$ cat src/rtl/rx_page_ring.sv
module rx_page_ring (
  input  logic        clk,
  input  logic        rst_n,
  input  logic [7:0]  ring_lo,
  input  logic [7:0]  ring_hi,
  input  logic        rel_we,
  input  logic [7:0]  rel_page,
  input  logic        rx_start,
  input  logic        rx_valid,
  input  logic [7:0]  rx_byte,
  input  logic        rx_end,
  input  logic [7:0]  rx_status,
  output logic        mem_we,
  output logic [15:0] mem_addr,
  output logic [7:0]  mem_data,
  output logic        hdr_we,
  output logic [15:0] hdr_addr,
  output logic [31:0] hdr_word,
  output logic        drop_we,
  output logic [7:0]  drop_status,
  output logic        ovw,
  output logic [7:0]  curr_page,
  output logic [7:0]  bnd_page
);
  localparam logic [7:0] HDR_BYTES = 8'd4;
  localparam logic [7:0] MISSED    = 8'h10;

  logic        active, dropping;
  logic [7:0]  first_page, wr_page, wr_off;
  logic [15:0] len;

  wire [7:0] wr_plus  = 8'(wr_page + 8'd1);
  wire [7:0] wr_inc   = (wr_plus == ring_hi) ? ring_lo : wr_plus;
  wire [7:0] next_pg  = (wr_off == 8'd0) ? wr_page : wr_inc;
  wire       hit_bnd  = (wr_off == 8'd0) && (wr_page == bnd_page);
  wire [7:0] rel_bnd  = (rel_page == ring_lo) ? 8'(ring_hi - 8'd1) : 8'(rel_page - 8'd1);

  always_ff @(posedge clk) begin
    if (!rst_n) begin
      curr_page   <= ring_lo;
      bnd_page    <= 8'(ring_hi - 8'd1);
      active      <= 1'b0;
      dropping    <= 1'b0;
      first_page  <= 8'd0;
      wr_page     <= 8'd0;
      wr_off      <= 8'd0;
      len         <= 16'd0;
      mem_we      <= 1'b0;
      mem_addr    <= 16'd0;
      mem_data    <= 8'd0;
      hdr_we      <= 1'b0;
      hdr_addr    <= 16'd0;
      hdr_word    <= 32'd0;
      drop_we     <= 1'b0;
      drop_status <= 8'd0;
      ovw         <= 1'b0;
    end else begin
      mem_we  <= 1'b0;
      hdr_we  <= 1'b0;
      drop_we <= 1'b0;
      ovw     <= 1'b0;
      if (rel_we) bnd_page <= rel_bnd;
      if (rx_start) begin
        active     <= 1'b1;
        first_page <= curr_page;
        wr_page    <= curr_page;
        wr_off     <= HDR_BYTES;
        len        <= 16'd0;
        dropping   <= (curr_page == bnd_page);
        ovw        <= (curr_page == bnd_page);
      end else if (rx_valid && active && !dropping) begin
        if (hit_bnd) begin
          dropping <= 1'b1;
          ovw      <= 1'b1;
        end else begin
          mem_we   <= 1'b1;
          mem_addr <= {wr_page, wr_off};
          mem_data <= rx_byte;
          len      <= len + 16'd1;
          wr_off   <= wr_off + 8'd1;
          if (wr_off == 8'hff) wr_page <= wr_inc;
        end
      end else if (rx_end && active) begin
        active <= 1'b0;
        if (dropping) begin
          drop_we     <= 1'b1;
          drop_status <= rx_status | MISSED;
        end else begin
          hdr_we    <= 1'b1;
          hdr_addr  <= {first_page, 8'h00};
          hdr_word  <= {len, next_pg, rx_status};
          curr_page <= next_pg;
        end
      end
    end
  end

  assert_curr_in_ring_R5: assert property (@(posedge clk) disable iff (!rst_n)
    (curr_page >= ring_lo) && (curr_page < ring_hi));
  assert_bnd_in_ring_R6: assert property (@(posedge clk) disable iff (!rst_n)
    (bnd_page >= ring_lo) && (bnd_page < ring_hi));
  assert_no_write_bnd_R8: assert property (@(posedge clk) disable iff (!rst_n)
    mem_we |-> (mem_addr[15:8] != bnd_page) && (mem_addr[15:8] >= ring_lo) && (mem_addr[15:8] < ring_hi));
  assert_quiet_after_ovw_R7: assert property (@(posedge clk) disable iff (!rst_n)
    ovw |=> !mem_we);
  assert_hdr_xor_drop_R9: assert property (@(posedge clk) disable iff (!rst_n)
    !(hdr_we && drop_we));
  assert_hdr_next_in_ring_R4: assert property (@(posedge clk) disable iff (!rst_n)
    hdr_we |-> (hdr_word[15:8] >= ring_lo) && (hdr_word[15:8] < ring_hi));
endmodule

$ cat config.mk
export PLATFORM = sky130hd
export DESIGN_NAME = rx_page_ring
export DESIGN_NICKNAME = d
export VERILOG_FILES = /design/src/rtl/rx_page_ring.sv
export SDC_FILE = /design/constraint.sdc
export NUM_CORES = 1
export LEC_CHECK = 0
export CAP_MARGIN = 5
export CORE_UTILIZATION = 45
export CTS_BUF_LIST = sky130_fd_sc_hd__clkbuf_2 sky130_fd_sc_hd__clkbuf_4 sky130_fd_sc_hd__clkbuf_8
export DETAILED_ROUTE_END_ITERATION = 8
export PLACE_DENSITY = 0.83
export SLEW_MARGIN = 0
export SYNTH_ARGS = -nofsm -noshare
export SYNTH_HDL_FRONTEND = slang
export SYNTH_SLANG_ARGS = --single-unit
$ cat constraint.sdc
create_clock -name clk -period 3.05 [get_ports clk]
set_input_delay 0.4575 -clock clk [delete_from_list [all_inputs] [get_ports clk]]
set_output_delay 0.4575 -clock clk [all_outputs]
set_load 0.01 [all_outputs]
After elaboration in Yosys (flattened, before gate mapping)
Cells that the tools add are included.
Storage, ports and cells
  bits of input ports: 46
  flip-flop bits (word level): 134
Operators by class
  muxes and demuxes: 29
  add/sub/neg operators: 5
  equal/unequal tests: 12
  bitwise gates (word level): 6
  reductions and logical operators: 22
Operators with widths (count)
  $mux W8: 14
  $eq A8 B8 Y1: 4
  $add A16 B1 Y16 const B: 1
  $add A8 B1 Y8 const B: 2
  $sub A8 B1 Y8 const B: 2
  $mux W1: 12
  $reduce_and A4 Y1: 3
  $ne A2 B2 Y1 const B: 5
  $mux W3: 3
  $eq A8 B8 Y1 const B: 1
  $logic_not A8 Y1: 1
  $reduce_and A2 Y1: 4
  $reduce_bool A2 Y1: 4
  $not A1 Y1: 6
  $reduce_and A3 Y1: 2
  $logic_and A1 B1 Y1: 4
  $ne A2 B1 Y1 const B: 2
  $reduce_or A4 Y1: 1
  $reduce_or A3 Y1: 1
  $reduce_or A2 Y1: 1
  $logic_not A1 Y1: 1

Longest topological paths before layout
Gate-level depths: netlist (run 1).
  word-level depth: 9
  depth in mapped cells: 10
  gate-level depth less buffers: 8

Least setup slack after synthesis (run 1)
No wires, ideal clock.
  kind: input -> register
  start point: in ring_hi[5]
  end point: reg curr_page[0], data pin
  setup time: 0.265 ns
  setup slack: 0.709 ns
  data required time: 2.785 ns
  buffers on the path: 2
  stages on the path: 8
  arrival time: 2.076 ns
  cell sequence: buf_6 -> xnor2_1 -> or3_4 -> a211oi_4 -> and3_1 -> buf_4 -> nor4_1 -> or3_1
On the way
  cells in the longest elaborated chain, start to end: 8
Ends and longest elaborated chain
  start: declaration: line 5  | input logic [7:0] ring_hi,
  $eq A8 B8 Y1: line 33  | wire [7:0] wr_inc = (wr_plus == ring_hi) ? ring_lo : wr_plus;
  $mux W8: line 33
  $mux W8: line 34  | wire [7:0] next_pg = (wr_off == 8'd0) ? wr_page : wr_inc;
  $mux W8: line 85  | if (dropping) begin
  $mux W8: line 83  | end else if (rx_end && active) begin
  $mux W8: line 71  | end else if (rx_valid && active && !dropping) begin
  $mux W8: line 63  | if (rx_start) begin
  $mux W8: line 39  | if (!rst_n) begin
  end signal: assignment: line 40  | curr_page <= ring_lo;
  end signal: assignment: line 92  | curr_page <= next_pg;
  end: declaration: line 22  | output logic [7:0] curr_page,
No other way between the ends. The select of a mux whose other input is x is not followed.
A chain may end at the register's enable or synchronous reset.

Final worst setup path (run 1)
  start point: reg wr_page[2]
  end point: reg curr_page[1], data pin
On the way
  cells in the longest elaborated chain, start to end: 9
Ends and longest elaborated chain
  start: declaration: line 29  | logic [7:0] first_page, wr_page, wr_off;
  start signal: assignment: line 66  | wr_page <= curr_page;
  start signal: assignment: line 81  | if (wr_off == 8'hff) wr_page <= wr_inc;
  $add A8 B1 Y8: line 32  | wire [7:0] wr_plus = 8'(wr_page + 8'd1);
  $eq A8 B8 Y1: line 33
  $mux W8: line 33
  $mux W8: line 34
  $mux W8: line 85
  $mux W8: line 83
  $mux W8: line 71
  $mux W8: line 63
  $mux W8: line 39
No other way between the ends. The select of a mux whose other input is x is not followed.

==> results.json, run 1 <==
{
  "avgSynthCellArea_um2": 8.806,
  "drv_cap": 0,
  "critPathKind": "flop to flop",
  "r2r_start": "wr_page[2]$_SDFFE_PN0P_",
  "final_nets": 914,
  "ys.flop_type": "dfxtp_1",
  "clock_path_buffers": 2,
  "routabilityCongestion": 0.9575,
  "critPathCaptureType": "flop",
  "die_area_um2": 14850,
  "ant_nets": 0,
  "p_per_area_nw_per_um2": 480.0,
  "grt_antenna_before_repair": 0,
  "clkLatencyLatePin_ns": 0.44,
  "core_um2": 13930,
  "required_ns": 3.23,
  "ff2ff_path_depth": 6,
  "grt_overflow": 0,
  "start_kind": "flop",
  "grt_pass1_wl_um": 26400,
  "fin_crit_ns": 2.697,
  "r2r_slack_ns": 0.35,
  "arrival_ns": 2.88,
  "drt_iter0_markers": 442,
  "yosysWarnings": 0,
  "grt_use_total_pct": 22.93,
  "numCtsBuffers": 17,
  "worst_slew_pin_slew_ns": 0.8924,
  "yosys.cell_types.count": 70,
  "cts_hold_buffers": 0,
  "drc": 0,
  "place_area_um2": 7924,
  "hold_start": "hdr_word[4]$_SDFFE_PN0P_",
  "row_count": 43,
  "async_reset_ff_share_pct": 0,
  "slew_headroom_pct": 40.37,
  "stdcell_area_um2": 8362,
  "tns_ns": 0,
  "antenna_cells": 0,
  "io_pins": 146,
  "start_util_pct": 46.39,
  "min_to": "hdr_word[4]$_SDFFE_PN0P_",
  "drive_gt1_share_pct": 8.114,
  "synth_cells": 734,
  "cts_resized": 0,
  "die_height_um": 121.9,
  "syn2layout_area_growth_pct": 29.37,
  "drv_slew": 0,
  "critPathMaxFanout": 12,
  "cts_tree": "yes",
  "clock-root-buffer": "clkbuf_8",
  "p_leak_nw": 2.942,
  "fmax_ghz": 0.3708,
  "min_period_over_period_pct": 88.42,
  "ys_ff_latch": 134,
  "vias": 5726,
  "port_buffers": 137,
  "dpl.hpwl_um": 12220,
  "synth_area_um2": 6464,
  "fin_worst_skew_ns": 0.009637,
  "status": "finished, final reports clean",
  "cts_setup_buffers": 0,
  "clkSinkCount": 134,
  "grt_max_degree": 56,
  "p_total_mw": 4.013,
  "grt_pass1_vias": 5363,
  "viasPerCell": 5.427,
  "finalSetupViolations": 0,
  "hold_path.class": "flop to flop",
  "die_w_um": 121.9,
  "wire_per_inst_um": 15.81,
  "whs_path_depth": 2,
  "rsz0062_at_grt": "false",
  "synth_edf_count": 16,
  "yosysSeqAreaShare_pct": 43.98,
  "wirelength_um": 16680,
  "clkTransAtPathRegs_ns": 0.07,
  "cts_htree_levels": 4,
  "irDropWorstVdd_mv": 0.2731,
  "drt-pass1-iter-count": 6,
  "r2r-end": "curr_page[1]$_DFFE_PP_",
  "hold_viol_final": 0
}
[area by class of cell]
class	instances	area, um^2
fillers	1218	5573
multi-input cells	534	3267
flip-flops and latches	134	2843
repair buffers	155	1506
clock buffers	19	261.5
well taps	180	225.2
clock inverters	13	176.4
inverters	20	82.58
[registers in the layout (all words and copies together) (netlist names)]
| name | flops |
|---|---|
| active | 1 |
| bnd_page | 8 |
| curr_page | 8 |
| drop_status | 8 |
| drop_we | 1 |
| dropping | 1 |
| first_page | 8 |
| hdr_addr | 8 |
| hdr_we | 1 |
| hdr_word | 32 |
| len | 16 |
| mem_addr | 16 |
| mem_data | 8 |
| mem_we | 1 |
| ovw | 1 |
| wr_off | 8 |
| wr_page | 8 |
[critical path, stage by stage (launching register included)]
cell and delay [ns]:
dfxtp_1 0.66, nand3_1 0.33, xnor2_1 0.24, and4_4 0.32, and3_1 0.42, mux2i_1 0.34, o21bai_1 0.13
[placed cells by master, fill, tap and decap left out, types with 16 or more instances in the layout]
cell type        count
edfxtp_1            16
nand3_1             17
inv_1               19
nor2_1              72
clkbuf_8            19
a21oi_1             61
nand2_1            123
xnor2_1             45
mux2i_1             33
clkdlybuf4s50_1    137
buf_4               18
dfxtp_1            118
xor2_1              22
[worst max path at each step]
stage                            start                       end  slack (ns)  cells after the start
6_report       wr_page[2]$_SDFFE_PN0P_    curr_page[1]$_DFFE_PP_        0.35                      6
5_1_grt         wr_off[0]$_SDFFE_PP0P_  mem_addr[1]$_SDFFE_PN0P_        0.22                      8
4_1_cts         wr_off[0]$_SDFFE_PP0P_  mem_addr[1]$_SDFFE_PN0P_        0.38                      8
2_1_floorplan               ring_hi[5]    curr_page[0]$_DFFE_PP_        0.71                      8
3_3_place_gp                ring_hi[5]    curr_page[0]$_DFFE_PP_        0.30                      7
3_5_place_dp                ring_hi[4]    curr_page[1]$_DFFE_PP_        0.25                      7
[metal layers]
layer  up-vias  track usage (%)  routed length (um)
li1       2787                -                   -
met1      2656            28.08                6926
met2       244            38.56                8102
met3        39            4.541                1153
met4         0            10.73                 494
met5         -                0                   0
[logic make-up (layout without fill, tap and decap cells)]
family	after synthesis	in the layout	share of synthesized area, %
other cells	1	8	0.05802
xor+xnor	69	69	9.679
fa+ha+maj	6	6	1.161
mux	37	37	5.923
simple gates	284	284	20.42
buf+inv	73	207	6.059
compound gates	130	130	12.72
flops	134	134	43.98
[through the flow]
| stage | util, % | instances | hold WS, ns | setup slack [ns] |
|---|---|---|---|---|
| after floorplan | - | 741 | 0.4312 | 0.7091 |
| after global placement | 56.86 | 1023 | 0.4353 | 0.2992 |
| after detailed placement | 56.86 | 1023 | 0.4469 | 0.2546 |
| after CTS | 60.01 | 1055 | 0.4567 | 0.3770 |
| after global routing | 60.01 | 1055 | 0.4653 | 0.2201 |
| final | 60.01 | 1055 | 0.4543 | 0.3531 |
[power breakdown]
part           internal, mW  switching (mW)
Sequential             1.84          0.0678
Clock                 0.931           0.685
Combinational         0.237           0.255
[synth_stat cells, drive strengths merged (13+ instances only)]
| cell | n | area [um^2] |
|---|---|---|
| xor2 | 22 | 192.7 |
| mux2i | 33 | 330.3 |
| clkbuf | 25 | 93.84 |
| nor2 | 73 | 276.5 |
| a21oi | 61 | 305.3 |
| buf | 28 | 215.2 |
| nand4 | 13 | 81.33 |
| o21ai | 18 | 90.09 |
| nor3 | 16 | 91.34 |
| nand3 | 19 | 120.1 |
| xnor2 | 46 | 410.4 |
| edfxtp | 16 | 480.5 |
| nand2 | 124 | 468.0 |
| inv | 20 | 82.58 |
| dfxtp | 118 | 2362 |
(Power assumes the default switching activity.)
==> run 2: changes to the inputs <==
Settings changed: REMOVE_ABC_BUFFERS from default to 1, SLEW_MARGIN 0 to 20.
==> results.json, run 2 (synthesized netlist as in run 1, its figures left out) <==
{
  "top_register": "hdr_word",
  "finalWorstSetupSlack_ns": 0.2411,
  "arrival_ns": 3.00,
  "row_count": 43,
  "p_leak_nw": 2.950,
  "die_w_um": 121.9,
  "seqPwrFrac_pct": 49.2,
  "layout_commonest_cell": "clkdlybuf4s50_1",
  "wire_per_inst_um": 15.62,
  "vias": 5750,
  "rsz0062_at_grt": "false",
  "drt_iter0_markers": 470,
  "clkLatencyLatePin_ns": 0.45,
  "grt_max_degree": 64,
  "clkTransAtPathRegs_ns": 0.08,
  "fin_crit_ns": 2.809,
  "final_nets": 918,
  "slowest_delay_ns": 0.48,
  "ant_nets": 0,
  "io_pins": 146,
  "wirelength_um": 16540,
  "min_period_over_period_pct": 92.10,
  "finalSetupViolations": 0,
  "mostFrequentLayoutCells": "clkdlybuf4s50_1, nand2_1, dfxtp_1",
  "pwr-share-comb_pct": 12.9,
  "status": "finished, final reports clean",
  "slew_headroom_pct": 37.02,
  "critical_path.top_delay_family": "simple AND/OR/NAND/NOR gates",
  "cp_cell_sequence": "ha_1 -> nand3_1 -> xnor2_1 -> and4_4 -> and3_1 -> nor4_1 -> or3_1",
  "critPathMaxFanout": 11,
  "drc": 0,
  "p_clk_share_pct": 37.9,
  "port_buffers": 137,
  "p_per_area_nw_per_um2": 464.0,
  "final_core_util_pct": 59.98,
  "numCtsBuffers": 17,
  "internal_power_mw": 2.880,
  "cts_hold_buffers": 0,
  "dpl.hpwl_um": 11800,
  "cts_tree": "yes",
  "post-place-ws_ns": 0.2328,
  "clock_path_buffers": 2,
  "grt_use_total_pct": 23.06,
  "start_util_pct": 46.39,
  "start_kind": "flop",
  "fmax_ghz": 0.3560,
  "antenna_cells": 0,
  "fin_worst_skew_ns": 0.01511,
  "grt_antenna_before_repair": 0,
  "drt-pass1-iter-count": 5,
  "hold_path.class": "flop to flop",
  "drv_cap": 0,
  "largest_register_ffs": 32,
  "reg_top3": "hdr_word: 32 flops, len: 16 flops, mem_addr: 16 flops",
  "clock-root-buffer": "clkbuf_8",
  "switchingPower_uw": 998.2,
  "grt_pass1_wl_um": 26540,
  "switching_share_pct": 25.74,
  "cts_setup_buffers": 0,
  "worst_slew_pin_slew_ns": 0.9425,
  "grt_overflow": 0,
  "viasPerCell": 5.430,
  "core_um2": 13930,
  "critPathKind": "flop to flop",
  "irDropWorstVdd_mv": 0.2328,
  "required_ns": 3.24,
  "cts_htree_levels": 4,
  "hold_viol_final": 0,
  "die_height_um": 121.9,
  "cp_slowest_cell": "dfxtp_1",
  "routabilityCongestion": 0.9466,
  "die_area_um2": 14850,
  "cts_resized": 0,
  "critPathCaptureType": "flop",
  "clkSinkCount": 134,
  "syn2layout_area_growth_pct": 29.31,
  "drv_slew": 0,
  "critPathBufInv": 0,
  "grt_pass1_vias": 5355,
  "drive_gt1_share_pct": 8.532
}
==> run 2: changes by cell type in the layout (fill, tap and decap cells not counted) <==
cell / change
clkinvlp_4: -1
buf_4: +3
inv_6: -1
buf_12: +1
clkbuf_4: +4
bufinv_16: -2
==> run 2: path summary, 6_finish.rpt <==
kind	start	endpoint	slack [ns]	cells after the start
hold / removal	first_page[6]$_SDFFE_PN0P_	hdr_addr[14]$_SDFFE_PN0P_	0.45	2
setup / recovery	wr_page[0]$_SDFFE_PN0P_	curr_page[0]$_DFFE_PP_	0.24	7
hold reg to reg	first_page[6]$_SDFFE_PN0P_	hdr_addr[14]$_SDFFE_PN0P_	0.45	2
setup reg to reg	wr_page[0]$_SDFFE_PN0P_	curr_page[0]$_DFFE_PP_	0.24	7
==> run 2: final cells by class <==
| type | instances | area, um^2 |
|---|---|---|
| fill | 1188 | 5577 |
| multi-input combinational | 534 | 3267 |
| sequential | 134 | 2843 |
| timing repair buffer | 159 | 1549 |
| clock buffer | 23 | 291.5 |
| tap | 180 | 225.2 |
| clock inverter | 9 | 100.1 |
| inverter | 20 | 82.58 |
==> run 2: tightest hold or removal path, stage by stage, from the launching register on <==
cell,delay [ns]
dfxtp_1,0.31
nand2_1,0.05
a21oi_1,0.05
==> run 2: layer usage <==
| layer | GRT usage, % | wire (um) | vias up |
|---|---|---|---|
| met1 | 29.41 | 7252 | 2646 |
| met2 | 36.72 | 7621 | 270 |
| met5 | 0 | 0 | - |
| met3 | 5.384 | 1209 | 44 |
| li1 | - | - | 2790 |
| met4 | 10.73 | 460 | 0 |
==> run 2: power by group through the flow <==
stage	Clock, mW	Combinational (mW)	Sequential, mW
5_1_grt	1.57	0.539	1.91
3_3_place_gp	0	0.486	1.94
3_5_place_dp	0	0.494	1.94
6_report	1.47	0.500	1.91
4_1_cts	1.50	0.498	1.90
2_1_floorplan	0	0.234	1.94
==> run 2: stage by stage <==
step	power, mW	hold slack (ns)	area, um^2	instances	TNS [ns]
floorplan	2.176	0.4312	6181	688	-37.81
global placement	2.429	0.4383	7966	1027	0
detailed placement	2.438	0.4411	7966	1027	0
CTS	3.902	0.4434	8358	1059	0
global route	4.017	0.4734	8358	1059	0
finish	3.878	0.4477	8358	1059	0
==> run 3: changes to the inputs <==
Settings changed: SETUP_SLACK_MARGIN from default to 0.2.
==> results.json, run 3 (synthesized netlist as in run 1, its figures left out) <==
{
  "critPathKind": "flop to flop",
  "drt_iter0_markers": 435,
  "drv_slew": 0,
  "r2r_start": "wr_page[0]$_SDFFE_PN0P_",
  "wirelength_um": 16540,
  "critical_path.top_delay_family": "simple AND/OR/NAND/NOR gates",
  "grt_use_total_pct": 23.06,
  "required_ns": 3.24,
  "drt-pass1-iter-count": 5,
  "dpl.hpwl_um": 11800,
  "irDropWorstVdd_mv": 0.2282,
  "r2r_slack_ns": 0.44,
  "fin_worst_skew_ns": 0.01647,
  "r2r-end": "curr_page[0]$_DFFE_PP_",
  "final_nets": 918,
  "slew_headroom_pct": 37.15,
  "place_area_um2": 7966,
  "io_pins": 146,
  "cts_tree": "yes",
  "p_leak_nw": 2.947,
  "core_um2": 13930,
  "hold_start": "first_page[6]$_SDFFE_PN0P_",
  "vias": 5728,
  "reg_top3": "hdr_word: 32 flops, len: 16 flops, mem_addr: 16 flops",
  "antenna_cells": 0,
  "critPathCaptureType": "flop",
  "top_register": "hdr_word",
  "routabilityCongestion": 0.9466,
  "crit_start": "wr_page[0]$_SDFFE_PN0P_",
  "clkTransAtPathRegs_ns": 0.08,
  "hold_ws_ns": 0.4444,
  "largest_register_ffs": 32,
  "arrival_ns": 2.80,
  "grt_pass1_wl_um": 26540,
  "finalSetupViolations": 0,
  "start_util_pct": 46.39,
  "cts_setup_buffers": 0,
  "die_area_um2": 14850,
  "clock_path_buffers": 2,
  "min_period_over_period_pct": 85.62,
  "stdcell_area_um2": 8362,
  "grt_antenna_before_repair": 0,
  "numCtsBuffers": 17,
  "syn2layout_area_growth_pct": 29.37,
  "grt_max_degree": 64,
  "ff2ff_path_depth": 7,
  "cp_slowest_cell": "dfxtp_1",
  "wire_per_inst_um": 15.62,
  "cts_htree_levels": 4,
  "fin_crit_ns": 2.612,
  "die_height_um": 121.9,
  "clkSinkCount": 134,
  "worst_slew_pin_slew_ns": 0.9404,
  "clock-root-buffer": "clkbuf_8",
  "slowest_delay_ns": 0.49,
  "ant_nets": 0,
  "grt_pass1_vias": 5355,
  "hold_path.class": "flop to flop",
  "mostFrequentLayoutCells": "clkdlybuf4s50_1, nand2_1, dfxtp_1",
  "cp_num_cells": 7,
  "drive_gt1_share_pct": 8.760,
  "min_to": "hdr_addr[14]$_SDFFE_PN0P_",
  "die_w_um": 121.9,
  "critPathMaxFanout": 11,
  "whs_path_depth": 2,
  "cp_cell_sequence": "ha_2 -> nand3_1 -> xnor2_1 -> and4_4 -> and3_2 -> nor4_1 -> or3_1",
  "row_count": 43,
  "port_buffers": 137,
  "status": "finished, final reports clean",
  "layout_commonest_cell": "clkdlybuf4s50_1",
  "start_kind": "flop",
  "grt_overflow": 0,
  "drv_cap": 0,
  "viasPerCell": 5.409,
  "hold_viol_final": 0,
  "p_total_mw": 3.875,
  "fmax_ghz": 0.3829,
  "p_per_area_nw_per_um2": 463.5,
  "drc": 0,
  "rsz0062_at_grt": "false",
  "clkLatencyLatePin_ns": 0.44,
  "critPathBufInv": 0
}
## run 3: cell count changes in the layout (fill, tap and decap cells not counted)
| cell | change |
|---|---|
| ha_2 | +1 |
| and3_1 | -1 |
| ha_1 | -1 |
| and3_2 | +1 |
## run 3: metrics by stage
step / utilization (%) / setup TNS [ns] / instances / worst slack [ns]
after global routing: 60.01 / 0 / 1059 / 0.2775
final: 60.01 / 0 / 1059 / 0.4384
after detailed placement: 57.17 / 0 / 1027 / 0.2328
after floorplan: - / -37.81 / 688 / -1.208
after global placement: 57.17 / 0 / 1027 / 0.3001
after CTS: 59.98 / 0 / 1059 / 0.2774
## run 3: worst max path at each step
stage	slack [ns]	endpoint
6_report	0.44	curr_page[0]$_DFFE_PP_
5_1_grt	0.28	curr_page[0]$_DFFE_PP_
4_1_cts	0.28	curr_page[0]$_DFFE_PP_
3_5_place_dp	0.23	curr_page[1]$_DFFE_PP_
3_3_place_gp	0.30	curr_page[1]$_DFFE_PP_
2_1_floorplan	-1.21	hdr_word[8]$_SDFFE_PN0P_
## run 3: layout make-up
type	count	area (um^2)
fill	1187	5573
multi-input combinational	534	3271
sequential	134	2843
timing repair buffer	159	1549
clock buffer	23	291.5
tap	180	225.2
clock inverter	9	100.1
inverter	20	82.58
## run 3: per-layer routing
layer,vias up,global-route usage [%],part of all wire [%]
li1,2797,-,-
met1,2634,29.41,45
met2,252,36.72,46
met3,45,5.384,6.9
met4,0,10.73,2.8
met5,-,0,0
## run 3: repair_timing
| item | in CTS | in global routing |
|---|---|---|
| hold endpoints to repair | 0 | 0 |
| hold buffers | 0 | 0 |
| resized for setup | 0 | 2 |
| endpoints found under the setup margin | 0 | 6 |
## run 3: worst register-to-register path, stage by stage, from the launching register on
cell and delay [ns]:
dfxtp_1 0.49, ha_2 0.32, nand3_1 0.20, xnor2_1 0.24, and4_4 0.34, and3_2 0.34, nor4_1 0.08, or3_1 0.35
## run 3: report_power, final
group          total (mW)  switching [mW]  internal, mW
Sequential           1.91          0.0683          1.84
Combinational       0.501           0.258         0.243
Clock                1.47           0.668         0.800
Total                3.88           0.994          2.88
